File: src/rtl/audio_clkgen_pkg.sv
`timescale 1ns/1ps
package audio_clkgen_pkg;
    localparam int WLC_W  = 4;
    localparam int BITS_W = 5;

    typedef enum logic [1:0] {
        BCK_PARK = 2'd0,
        BCK_HIGH = 2'd1,
        BCK_LOW  = 2'd2
    } bck_state_t;

    // bits per word for a word-length code; unused codes give 16
    function automatic logic [BITS_W-1:0] word_bits(input logic [WLC_W-1:0] code);
        logic [BITS_W-1:0] b;
        case (code)
            4'd0:    b = 5'd8;
            4'd1:    b = 5'd10;
            4'd2:    b = 5'd12;
            4'd3:    b = 5'd16;
            4'd4:    b = 5'd18;
            4'd5:    b = 5'd20;
            4'd6:    b = 5'd22;
            4'd7:    b = 5'd24;
            default: b = 5'd16;
        endcase
        return b;
    endfunction
endpackage

File: src/rtl/acg_divstage.sv
`timescale 1ns/1ps
module acg_divstage #(
    parameter int W = 1
) (
    input  logic         clk,
    input  logic         rst,
    input  logic         en_in,
    input  logic [W-1:0] lim,
    output logic         en_out
);
    logic [W-1:0] cnt;
    logic [W-1:0] lim_q;

    assign en_out = en_in && (cnt == lim_q);

    // ratio is sampled only at terminal count
    always_ff @(posedge clk) begin
        if (rst) begin
            cnt   <= '0;
            lim_q <= lim;
        end else if (en_in) begin
            if (cnt == lim_q) begin
                cnt   <= '0;
                lim_q <= lim;
            end else begin
                cnt <= cnt + 1'b1;
            end
        end
    end
endmodule

File: src/rtl/acg_prescale.sv
`timescale 1ns/1ps
module acg_prescale #(
    parameter int DIV_W     = 8,
    parameter int PRE_RATIO = 8
) (
    input  logic             clk,
    input  logic             rst,
    input  logic             half_en,
    input  logic             pre8_en,
    input  logic [DIV_W-1:0] div_n,
    output logic             tick
);
    localparam int PRE_W = (PRE_RATIO > 1) ? $clog2(PRE_RATIO) : 1;

    logic en_half;
    logic en_pre;

    acg_divstage #(.W(1)) u_half (
        .clk(clk), .rst(rst), .en_in(1'b1), .lim(half_en), .en_out(en_half)
    );

    generate
        if (PRE_RATIO > 1) begin : g_pre
            logic [PRE_W-1:0] lim_pre;
            assign lim_pre = pre8_en ? PRE_W'(PRE_RATIO - 1) : '0;
            acg_divstage #(.W(PRE_W)) u_pre (
                .clk(clk), .rst(rst), .en_in(en_half), .lim(lim_pre), .en_out(en_pre)
            );
        end else begin : g_nopre
            assign en_pre = en_half;
        end
    endgenerate

    acg_divstage #(.W(DIV_W)) u_prog (
        .clk(clk), .rst(rst), .en_in(en_pre), .lim(div_n), .en_out(tick)
    );
endmodule

File: src/rtl/acg_bitgate.sv
`timescale 1ns/1ps
module acg_bitgate
    import audio_clkgen_pkg::*;
(
    input  logic clk,
    input  logic rst,
    input  logic tick,
    input  logic gate_en,
    input  logic tx_active,
    output logic bclk,
    output logic rise
);
    bck_state_t st;
    bck_state_t st_nx;
    logic       run_ok;

    assign run_ok = !gate_en || tx_active;

    always_comb begin
        st_nx = st;
        if (tick) begin
            unique case (st)
                BCK_PARK: if (run_ok) st_nx = BCK_HIGH;
                BCK_HIGH: st_nx = BCK_LOW;
                BCK_LOW:  st_nx = run_ok ? BCK_HIGH : BCK_PARK;
                default:  st_nx = BCK_PARK;
            endcase
        end
    end

    assign rise = (st_nx == BCK_HIGH) && (st != BCK_HIGH);

    always_ff @(posedge clk) begin
        if (rst) st <= BCK_PARK;
        else     st <= st_nx;
    end

    always_ff @(posedge clk) begin
        if (rst) bclk <= 1'b0;
        else     bclk <= (st_nx == BCK_HIGH);
    end
endmodule

File: src/rtl/acg_framer.sv
`timescale 1ns/1ps
module acg_framer
    import audio_clkgen_pkg::*;
#(
    parameter int FR_W = 5
) (
    input  logic              clk,
    input  logic              rst,
    input  logic              rise,
    input  logic [WLC_W-1:0]  wl_code,
    input  logic [FR_W-1:0]   frame_len,
    output logic              fsync,
    output logic [BITS_W-1:0] bit_cnt,
    output logic [FR_W-1:0]   word_cnt,
    output logic [BITS_W-1:0] wl_q,
    output logic [FR_W-1:0]   fw_q
);
    logic last_bit;
    logic last_word;

    assign last_bit  = (bit_cnt == wl_q - 1'b1);
    assign last_word = (word_cnt == fw_q);

    always_ff @(posedge clk) begin
        if (rst) begin
            bit_cnt  <= '0;
            word_cnt <= '0;
            wl_q     <= word_bits(wl_code);
            fw_q     <= frame_len;
            fsync    <= 1'b0;
        end else if (rise) begin
            fsync <= last_bit && last_word;
            if (last_bit) begin
                bit_cnt <= '0;
                if (last_word) begin
                    word_cnt <= '0;
                    wl_q     <= word_bits(wl_code);
                    fw_q     <= frame_len;
                end else begin
                    word_cnt <= word_cnt + 1'b1;
                end
            end else begin
                bit_cnt <= bit_cnt + 1'b1;
            end
        end
    end
endmodule

File: src/rtl/audio_clkgen.sv
`timescale 1ns/1ps
module audio_clkgen
    import audio_clkgen_pkg::*;
#(
    parameter int DIV_W     = 8,
    parameter int FR_W      = 5,
    parameter int PRE_RATIO = 8
) (
    input  logic             clk,
    input  logic             rst,
    input  logic             half_en,
    input  logic             pre8_en,
    input  logic [DIV_W-1:0] div_n,
    input  logic [WLC_W-1:0] wl_code,
    input  logic [FR_W-1:0]  frame_len,
    input  logic             drive_int,
    input  logic             gate_en,
    input  logic             tx_active,
    input  logic             ext_bclk_in,
    input  logic             ext_fsync_in,
    output logic             bclk_out,
    output logic             fsync_out,
    output logic             bclk_oe,
    output logic             fsync_oe
);
    logic              tick;
    logic              bclk_int;
    logic              rise;
    logic              fsync_int;
    logic [BITS_W-1:0] bit_cnt;
    logic [BITS_W-1:0] wl_q;
    logic [FR_W-1:0]   word_cnt;
    logic [FR_W-1:0]   fw_q;

    acg_prescale #(.DIV_W(DIV_W), .PRE_RATIO(PRE_RATIO)) u_pre (
        .clk(clk), .rst(rst), .half_en(half_en), .pre8_en(pre8_en),
        .div_n(div_n), .tick(tick)
    );

    acg_bitgate u_bck (
        .clk(clk), .rst(rst), .tick(tick), .gate_en(gate_en),
        .tx_active(tx_active), .bclk(bclk_int), .rise(rise)
    );

    acg_framer #(.FR_W(FR_W)) u_frm (
        .clk(clk), .rst(rst), .rise(rise), .wl_code(wl_code),
        .frame_len(frame_len), .fsync(fsync_int), .bit_cnt(bit_cnt),
        .word_cnt(word_cnt), .wl_q(wl_q), .fw_q(fw_q)
    );

    assign bclk_out  = drive_int ? bclk_int  : ext_bclk_in;
    assign fsync_out = drive_int ? fsync_int : ext_fsync_in;
    assign bclk_oe   = drive_int;
    assign fsync_oe  = drive_int;
endmodule

File: config.mk
export PLATFORM = sky130hd
export DESIGN_NAME = audio_clkgen
export DESIGN_NICKNAME = d
export VERILOG_FILES = /design/src/rtl/audio_clkgen_pkg.sv /design/src/rtl/acg_divstage.sv /design/src/rtl/acg_prescale.sv /design/src/rtl/acg_bitgate.sv /design/src/rtl/acg_framer.sv /design/src/rtl/audio_clkgen.sv
export SDC_FILE = /design/constraint.sdc
export NUM_CORES = 1
export LEC_CHECK = 0
export ABC_AREA = 0
export BUFFER_PORTS_ARGS = -buffer_cell sky130_fd_sc_hd__buf_2
export CORE_ASPECT_RATIO = 1.5
export CORE_MARGIN = 4
export CORE_UTILIZATION = 56
export DETAILED_ROUTE_END_ITERATION = 12
export GPL_ROUTABILITY_DRIVEN = 0
export GPL_TIMING_DRIVEN = 0
export PLACE_DENSITY_LB_ADDON = 0.05
export SYNTH_ARGS = -nofsm -noshare
export SYNTH_HDL_FRONTEND = slang
export SYNTH_SLANG_ARGS = --single-unit
File: constraint.sdc
create_clock -name clk -period 2.9 [get_ports clk]
set_input_delay 0.29 -clock clk [delete_from_list [all_inputs] [get_ports clk]]
set_output_delay 0.29 -clock clk [all_outputs]
set_load 0.05 [all_outputs]
==> impl_metrics.env, run 1 <==
export IMPL_syn_nets=238
export IMPL_wirelength_um=4180
export IMPL_irDropWorstVdd_mv=0.404
export IMPL_slew_headroom=0.627
export IMPL_clkSlewWorstSetupHoldPaths_ns=0.09
export IMPL_start_util=0.588
export IMPL_synth_yosys_warnings=0
export IMPL_rsz0062_at_grt="no"
export IMPL_antenna_found_initial=0
export IMPL_area_growth_syn_to_layout_pct=13.1
export IMPL_io_buffers=28
export IMPL_wl_per_cell_um=14.8
export IMPL_place_area_um2=2380
export IMPL_worstPathCellList="inv_1 > ha_1 > xnor2_1 > xnor2_1 > or3_1 > clkbuf_1 > or3_1 > nand2_2"
export IMPL_setup_tns_ns=0
export IMPL_cts_root_buf="clkbuf_8"
export IMPL_final_cell_area_um2=2470
export IMPL_drc=0
export IMPL_die_area_um2=4990
export IMPL_hold_class="primary input to register"
export IMPL_drv_slew=0
export IMPL_ys_ff_latch=45
export IMPL_hold_viol_final=0
export IMPL_die_y_um=84.5
export IMPL_htreeDepth=2
export IMPL_postCtsHoldBufs=0
export IMPL_cts_setup_buffers=0
export IMPL_total_power_uw=1280
export IMPL_overflow=0
export IMPL_first_pass_iters=4
export IMPL_grt_usage=0.177
export IMPL_ys_types=39
export IMPL_fmax_mhz=390
export IMPL_place_hpwl_um=3260
export IMPL_worst_pin_slew_ns=0.558
export IMPL_ys_flop_type="dfxtp_1"
export IMPL_synthesis_area_um2=2190
export IMPL_powerDensity_nw_per_um2=518
export IMPL_grt_pass1_wl_um=6820
export IMPL_clock_skew_final_ns=0.0128
export IMPL_layout_drive_gt1_share=0.205
export IMPL_period_minus_slack_ns=2.57
export IMPL_cpPeakStageDelay_ns=0.45
export IMPL_diodes=0
export IMPL_cp_arrival_ns=2.55
export IMPL_grt_pass1_vias=1585
export IMPL_timing_max_cap_violations=0
export IMPL_grt_max_degree=16
export IMPL_async_reset_ff_frac=0
export IMPL_synth_edff_count=19
export IMPL_worstPathRequired_ns=2.88
export IMPL_n_fill_cell=305
export IMPL_power_leakage_uw=0.000976
export IMPL_fp_coreArea_um2=3720
export IMPL_drt_initial_drc_count=50
export IMPL_nets=273
export IMPL_ys_seq_area_frac=0.499
export IMPL_tritoncts="built"
export IMPL_critPathMaxFanout=10
export IMPL_floorplan_rows=27
export IMPL_min_period_over_period=0.885
export IMPL_clockBufferDepth=2
export IMPL_clock_latency_ns=0.30
export IMPL_via_per_inst=5.62
export IMPL_io_pins=30
export IMPL_die_x_um=59.0
export IMPL_syn_inst=203
export IMPL_crit_type="register to register"
export IMPL_startpoint_type="register"
export IMPL_endpoint_kind="register"
export IMPL_avgSynthCellArea_um2=10.8
export IMPL_cts_buffers=5
export IMPL_dr_total_vias=1586
export IMPL_cpMaxStageDelayCell="or3_1"
export IMPL_finalSetupViolCount=0
export IMPL_status="completed"
export IMPL_clkSinkCount=45
export IMPL_antenna_left=0
export IMPL_ctsResizeCount=0
==> logic make-up (layout without fill, tap and decap cells) <==
group	Yosys count	in the layout	share of synthesized area
xor gates and xnor gates	31	31	0.124
adders and majority gates	9	9	0.0515
muxes	3	3	0.0149
DFF	45	45	0.499
and+or+nand+nor	72	72	0.188
buffers and inverters	17	53	0.0361
AOI/OAI and AO/OA	26	26	0.0859
==> where the power goes <==
group / switching, µW / internal, µW
Sequential: 33.2 / 697
Combinational: 88.8 / 73.0
Clock: 218 / 171
Total: 340 / 942
==> sequential cells by signal, indices dropped and copies added, names as in the netlist, 2 cells and up <==
name,cells
u_bck.st,2
u_pre.u_prog.lim_q,8
u_pre.g_pre.u_pre.cnt,3
u_frm.bit_cnt,5
u_frm.wl_q,4
u_frm.fw_q,5
u_frm.word_cnt,5
u_pre.u_prog.cnt,8
==> stage by stage <==
stage / cells / hold WS (ns) / util / worst slack [ns]
6_report: 282 / 0.160 / 0.665 / 0.334
5_1_grt: 282 / 0.156 / 0.665 / 0.151
4_1_cts: 282 / 0.154 / 0.665 / 0.186
3_5_place_dp: 274 / 0.459 / 0.640 / 0.196
3_3_place_gp: 274 / 0.450 / 0.640 / 0.312
2_1_floorplan: 203 / 0.389 / - / 0.566
==> Yosys cell counts, types with 2 or more instances <==
library cell	number	area, µm²
inv_1	10	37.5
nand4_1	4	25.0
clkbuf_1	4	15.0
a21oi_1	10	50.1
xnor2_1	12	105
dfxtp_1	26	521
or4_1	2	15.0
nor3_1	7	35.0
nor3b_1	2	15.0
a31oi_1	4	25.0
a211oi_1	2	15.0
a211o_1	3	26.3
or4b_1	3	30.0
xor2_1	19	166
nand3_1	9	45.0
or3_1	4	25.0
edfxtp_1	19	571
nand2_1	14	52.6
nor2_1	16	60.1
o21ai_0	2	10.0
mux2_2	2	22.5
buf_4	2	15.0
ha_1	9	113
a32o_1	3	30.0
==> final timing paths <==
kind	to	start	slack [ns]	cells past startpoint
setup / recovery	u_frm.wl_q[3]$_SDFFCE_PP0P_	u_frm.wl_q[1]$_SDFFCE_PP0P_	0.33	8
hold reg to reg	u_frm.fsync$_SDFFE_PP0P_	u_frm.fsync$_SDFFE_PP0P_	0.47	2
hold / removal	u_pre.u_prog.lim_q[0]$_DFFE_PP_	div_n[0]	0.16	1
setup reg to reg	u_frm.wl_q[3]$_SDFFCE_PP0P_	u_frm.wl_q[1]$_SDFFCE_PP0P_	0.33	8
==> routing by layer <==
metal / global-route usage / vias to the layer above / share of wire
met1: 0.170 / 756 / 0.35
met3: 0.0338 / 6 / 0.032
met4: 0.0536 / 0 / 0.011
li1: - / 792 / -
met2: 0.353 / 32 / 0.60
met5: 0 / - / 0
==> layout make-up <==
class                           instances  area, µm²  share of cell area
Buffer                                  7       41.3              0.0167
Clock buffer                            5       68.8              0.0278
Clock inverter                          3       21.3             0.00860
Inverter                               10       37.5              0.0152
Multi-Input combinational cell        141       1020               0.412
Sequential cell                        45       1090               0.441
Tap cell                               43       53.8              0.0218
Timing Repair Buffer                   28        140              0.0567
==> cells in the final DEF, fill, tap and decap left out, types with 4 or more instances in the layout <==
cell and instances:
edfxtp_1 19, inv_1 10, buf_2 28, ha_1 9, nand3_1 9, xnor2_1 12
clkbuf_8 5, a31oi_1 4, nand2_1 13, clkbuf_1 4, a21oi_1 10, nor3_1 7
nand4_1 4, dfxtp_1 26, or3_1 4, xor2_1 19, nor2_1 16
==> worst max-delay path: cells and delay by family, from the launching register on <==
family | cells | cell delay (ns)
xor gates and xnor gates | 2 | 0.28
adders and majority gates | 1 | 0.20
buffers and inverters | 2 | 0.31
DFF | 1 | 0.39
and+or+nand+nor | 3 | 1.07
Power figures use the tool's default switching activity.
==> run 2, diff against run 1 <==
- ABC_AREA: 0 -> 1
- CORE_UTILIZATION: 56 -> 57
==> impl_metrics.env, run 2 <==
export IMPL_ys_flop_type="dfxtp_1"
export IMPL_endpoint_kind="register"
export IMPL_synthTopCellsByCount="nand2_1, inv_1, nor2_1"
export IMPL_rrSetupSlack_ns=0.74
export IMPL_clockBufferDepth=2
export IMPL_cp_arrival_ns=2.10
export IMPL_ys_types=36
export IMPL_first_pass_iters=4
export IMPL_place_hpwl_um=3270
export IMPL_netlist_area_leader_share=0.237
export IMPL_async_reset_ff_frac=0
export IMPL_io_buffers=29
export IMPL_die_y_um=87.7
export IMPL_postCtsHoldBufs=0
export IMPL_synthTopCellsByArea="edfxtp_1, dfxtp_1, nand2_1"
export IMPL_drv_slew=0
export IMPL_period_minus_slack_ns=2.16
export IMPL_wl_per_cell_um=11.5
export IMPL_fin_util=0.671
export IMPL_worstPathRequired_ns=2.84
export IMPL_io_pins=30
export IMPL_grt_pass1_vias=1749
export IMPL_timing_max_cap_violations=0
export IMPL_setup_tns_ns=0
export IMPL_start_util=0.598
export IMPL_htreeDepth=2
export IMPL_cts_root_buf="clkbuf_8"
export IMPL_floorplan_rows=28
export IMPL_yosysTopAreaCell="edfxtp_1"
export IMPL_finalSetupViolCount=0
export IMPL_syn_inst=286
export IMPL_cts_buffers=5
export IMPL_syn_nets=321
export IMPL_rsz0062_at_grt="no"
export IMPL_worst_pin_slew_ns=0.604
export IMPL_grt_usage=0.179
export IMPL_slew_headroom=0.598
export IMPL_startpoint_type="register"
export IMPL_hold_viol_final=0
export IMPL_overflow=0
export IMPL_nets=357
export IMPL_antenna_left=0
export IMPL_r2r_end="u_frm.wl_q[3]$_SDFFCE_PP0P_"
export IMPL_ys_seq_area_frac=0.453
export IMPL_avgSynthCellArea_um2=8.43
export IMPL_synth_most_common_cell="nand2_1"
export IMPL_irDropWorstVdd_mv=0.449
export IMPL_dr_total_vias=1881
export IMPL_die_area_um2=5360
export IMPL_grt_pass1_wl_um=7270
export IMPL_mostFrequentLayoutCell="nand2_1"
export IMPL_synthesis_area_um2=2410
export IMPL_antenna_found_initial=0
export IMPL_grt_max_degree=15
export IMPL_diodes=0
export IMPL_tritoncts="built"
export IMPL_min_period_over_period=0.745
export IMPL_hold_depth=1
export IMPL_fmax_mhz=463
export IMPL_area_growth_syn_to_layout_pct=12.1
export IMPL_cts_setup_buffers=0
export IMPL_dp_slack_ns=0.726
export IMPL_wirelength_um=4220
export IMPL_synth_edff_count=19
export IMPL_regToRegStartpoint="u_frm.wl_q[1]$_SDFFCE_PP0P_"
export IMPL_ys_ff_latch=45
export IMPL_clkSlewWorstSetupHoldPaths_ns=0.08
export IMPL_layout_setup_ws_ns=0.741
export IMPL_whs_endpoint="u_frm.fw_q[1]$_DFFE_PP_"
export IMPL_top_layer="met4"
export IMPL_synth_yosys_warnings=0
export IMPL_m1WireLength_um=1670
export IMPL_powerDensity_nw_per_um2=459
export IMPL_timing_hold_ws_ns=0.158
export IMPL_startpoint="u_frm.wl_q[1]$_SDFFCE_PP0P_"
export IMPL_reg2reg_depth=8
export IMPL_hold_class="primary input to register"
export IMPL_layout_drive_gt1_share=0.180
export IMPL_drt_initial_drc_count=66
export IMPL_wl_met2_um=2310
export IMPL_fp_coreArea_um2=4030
export IMPL_top_regs="u_pre.u_prog.cnt: 8 flops, u_pre.u_prog.lim_q: 8 flops"
export IMPL_die_x_um=61.1
export IMPL_total_power_uw=1240
export IMPL_ctsResizeCount=0
export IMPL_power_leakage_uw=0.00114
export IMPL_clock_skew_final_ns=0.0121
export IMPL_clock_latency_ns=0.30
export IMPL_min_from="frame_len[1]"
export IMPL_route_met3_wl_um=145
export IMPL_status="completed"
export IMPL_critPathMaxFanout=10
export IMPL_drc=0
export IMPL_layout_common_cells="nand2_1, inv_1, buf_2"
export IMPL_clkSinkCount=45
export IMPL_via_per_inst=5.11
export IMPL_crit_type="register to register"
-- run 2: cell types whose count changed in the layout (fill, tap and decap cells not counted), moves of 4 or more --
cell | before | now
nand2_1 | 13 | 65
a21oi_1 | 10 | 17
a31oi_1 | 4 | 0
nor2_1 | 16 | 28
nand3_1 | 9 | 22
xor2_1 | 19 | 11
or3_1 | 4 | 0
inv_1 | 10 | 37
-- run 2: final cells by class --
| class | instances | area (µm²) |
|---|---|---|
| Buffer | 3 | 18.8 |
| Clock buffer | 8 | 90.1 |
| Fill cell | 349 | 1330 |
| Inverter | 40 | 155 |
| Multi-Input combinational cell | 198 | 1150 |
| Sequential cell | 45 | 1090 |
| Tap cell | 45 | 56.3 |
| Timing Repair Buffer | 29 | 145 |
-- run 2: worst max-delay path: stages (launching register included) --
cell and delay, ns:
edfxtp_1 0.42, inv_1 0.12, ha_1 0.25, xnor2_1 0.14
nor2_1 0.15, nand3_2 0.14, nand2_1 0.08, nand2_1 0.06
a21oi_2 0.46
-- run 2: report_power, final --
group	total, µW	switching [µW]	leakage, µW	internal (µW)
registers	700	15.8	0.000391	684
logic	150	93.2	0.000699	56.4
clock network	391	197	0.0000455	194
total	1240	306	0.00114	935
-- run 2: kinds of logic (layout without fill, tap and decap cells) --
| family | Yosys count | count (layout) | synth area share |
|---|---|---|---|
| and+or+nand+nor | 139 | 139 | 0.282 |
| DFF | 45 | 45 | 0.453 |
| buffers and inverters | 43 | 80 | 0.0721 |
| AOI/OAI and AO/OA | 28 | 28 | 0.0643 |
| xor gates and xnor gates | 20 | 20 | 0.0727 |
| adders and majority gates | 9 | 9 | 0.0467 |
| muxes | 2 | 2 | 0.00934 |
-- run 2: per-layer routing --
| metal | up-vias | GRT usage |
|---|---|---|
| li1 | 988 | - |
| met1 | 854 | 0.184 |
| met2 | 31 | 0.335 |
| met3 | 8 | 0.0354 |
| met4 | 0 | 0.0769 |
| met5 | - | 0 |
-- run 2: how the worst max path moves through the flow --
stage                                  end  slack, ns  cells after the start
4_1_cts        u_frm.wl_q[3]$_SDFFCE_PP0P_       0.72                      8
3_5_place_dp       u_frm.fw_q[2]$_DFFE_PP_       0.73                      6
2_1_floorplan      u_frm.fw_q[0]$_DFFE_PP_       1.01                      8
3_3_place_gp       u_frm.fw_q[4]$_DFFE_PP_       0.74                      6
5_1_grt        u_frm.wl_q[3]$_SDFFCE_PP0P_       0.53                      8
6_report       u_frm.wl_q[3]$_SDFFCE_PP0P_       0.74                      8
-- run 2: through the flow --
stage,instance area (µm²),cells
floorplan,2410,286
CTS,2700,368
finish,2700,368
detailed placement,2610,360
global route,2700,368
global placement,2610,360
==> run 3, diff against run 2 <==
- CORE_UTILIZATION: 57 -> 52
- clock period: 2.9 -> 1.9 ns (I/O delays scaled with it)
==> impl_metrics.env, run 3 (synthesis gave the netlist of run 2 again) <==
export IMPL_place_hpwl_um=3280
export IMPL_layout_setup_ws_ns=-0.0165
export IMPL_drt_initial_drc_count=62
export IMPL_mostFrequentLayoutCell="nand2_1"
export IMPL_postCtsHoldBufs=0
export IMPL_clkSinkCount=45
export IMPL_clock_latency_ns=0.30
export IMPL_via_per_inst=4.96
export IMPL_wirelength_um=4400
export IMPL_power_leakage_uw=0.00120
export IMPL_slew_headroom=0.687
export IMPL_endpoint_kind="register"
export IMPL_top_regs="u_pre.u_prog.cnt: 8 flops, u_pre.u_prog.lim_q: 8 flops"
export IMPL_worst_pin_slew_ns=0.470
export IMPL_timing_max_cap_violations=0
export IMPL_min_period_over_period=1.01
export IMPL_first_pass_iters=4
export IMPL_dr_total_vias=1889
export IMPL_hold_class="primary input to register"
export IMPL_crit_type="register to register"
export IMPL_irDropWorstVdd_mv=0.633
export IMPL_start_util=0.535
export IMPL_area_growth_syn_to_layout_pct=18.9
export IMPL_grt_usage=0.162
export IMPL_tritoncts="built"
export IMPL_antenna_left=0
export IMPL_worstPathRequired_ns=1.93
export IMPL_rsz0062_at_grt="yes"
export IMPL_cts_buffers=5
export IMPL_overflow=0
export IMPL_antenna_found_initial=0
export IMPL_powerDensity_nw_per_um2=685
export IMPL_fp_coreArea_um2=4500
export IMPL_total_power_uw=1960
export IMPL_io_pins=30
export IMPL_layout_drive_gt1_share=0.231
export IMPL_grt_max_degree=15
export IMPL_clock_skew_final_ns=0.0130
export IMPL_layout_common_cells="nand2_1, inv_1, buf_2"
export IMPL_grt_pass1_vias=1736
export IMPL_period_minus_slack_ns=1.92
export IMPL_fin_util=0.636
export IMPL_status="finished, violations left"
export IMPL_drv_slew=0
export IMPL_cts_root_buf="clkbuf_8"
export IMPL_cp_arrival_ns=1.94
export IMPL_hold_viol_final=0
export IMPL_die_area_um2=5810
export IMPL_die_x_um=63.6
export IMPL_critPathMaxFanout=5
export IMPL_startpoint_type="register"
export IMPL_clockBufferDepth=2
export IMPL_die_y_um=91.4
export IMPL_rrSetupSlack_ns=-0.02
export IMPL_finalSetupViolCount=4
export IMPL_clkSlewWorstSetupHoldPaths_ns=0.09
export IMPL_nets=367
export IMPL_floorplan_rows=30
export IMPL_grt_pass1_wl_um=7590
export IMPL_setup_tns_ns=-0.0633
export IMPL_wl_per_cell_um=11.6
export IMPL_htreeDepth=2
export IMPL_drc=0
export IMPL_diodes=0
export IMPL_failed_checks="setup timing"
export IMPL_fmax_mhz=522
export IMPL_io_buffers=29
==> run 3: power by group <==
group          total (µW)  leakage, µW  internal (µW)  switching, µW
Sequential           1070     0.000391           1040           24.1
Clock                 648    0.0000534            337            310
Combinational         248     0.000760           98.8            149
==> run 3: final cells by class <==
type                    count  area, µm²
fillers                   410       1640
multi-input cells         198       1180
flip-flops and latches     45       1090
repair buffers             39        250
inverters                  40        159
clock buffers               7       97.6
well taps                  48       60.1
plain buffers               3       18.8
clock inverters             1       5.00
==> run 3: what timing repair did <==
item                       4_1_cts  5_1_grt
resized for setup                1       10
pin swaps                        1        6
setup buffers                    3        6
gates cloned                     0        1
setup endpoints to repair       18       29
==> run 3: final timing paths <==
path	start	endpoint	cells past startpoint
worst min-delay path	frame_len[2]	u_frm.fw_q[2]$_DFFE_PP_	1
worst max register to register	u_frm.wl_q[1]$_SDFFCE_PP0P_	u_frm.fw_q[0]$_DFFE_PP_	9
worst min register to register	u_pre.u_half.cnt$_SDFF_PP0_	u_pre.u_half.cnt$_SDFF_PP0_	1
worst max-delay path	u_frm.wl_q[1]$_SDFFCE_PP0P_	u_frm.fw_q[0]$_DFFE_PP_	9
==> run 3: metal layers <==
| layer | track usage | wire, µm | up-vias |
|---|---|---|---|
| li1 | - | - | 1005 |
| met4 | 0.0703 | 85 | 0 |
| met1 | 0.185 | 1850 | 849 |
| met5 | 0 | 0 | - |
| met3 | 0.0272 | 139 | 5 |
| met2 | 0.291 | 2330 | 30 |
==> run 3: critical path: stages, from the launching register on <==
cell and delay [ns]:
edfxtp_1 0.43, inv_2 0.12, ha_4 0.20, xnor2_1 0.11, nor2_1 0.12, nand3_2 0.12, nand2_1 0.09, nand2_2 0.07
a21oi_4 0.19, clkbuf_16 0.18
==> run 3: through the flow <==
step / worst slack, ns / std cells / hold slack [ns] / cell area, µm²
2_1_floorplan: 0.00908 / 286 / 0.259 / 2410
6_report: -0.0165 / 381 / 0.0614 / 2870
5_1_grt: -0.0971 / 381 / 0.0387 / 2870
3_3_place_gp: -0.295 / 363 / 0.366 / 2620
4_1_cts: -0.0200 / 374 / 0.0460 / 2760
3_5_place_dp: -0.329 / 363 / 0.368 / 2620
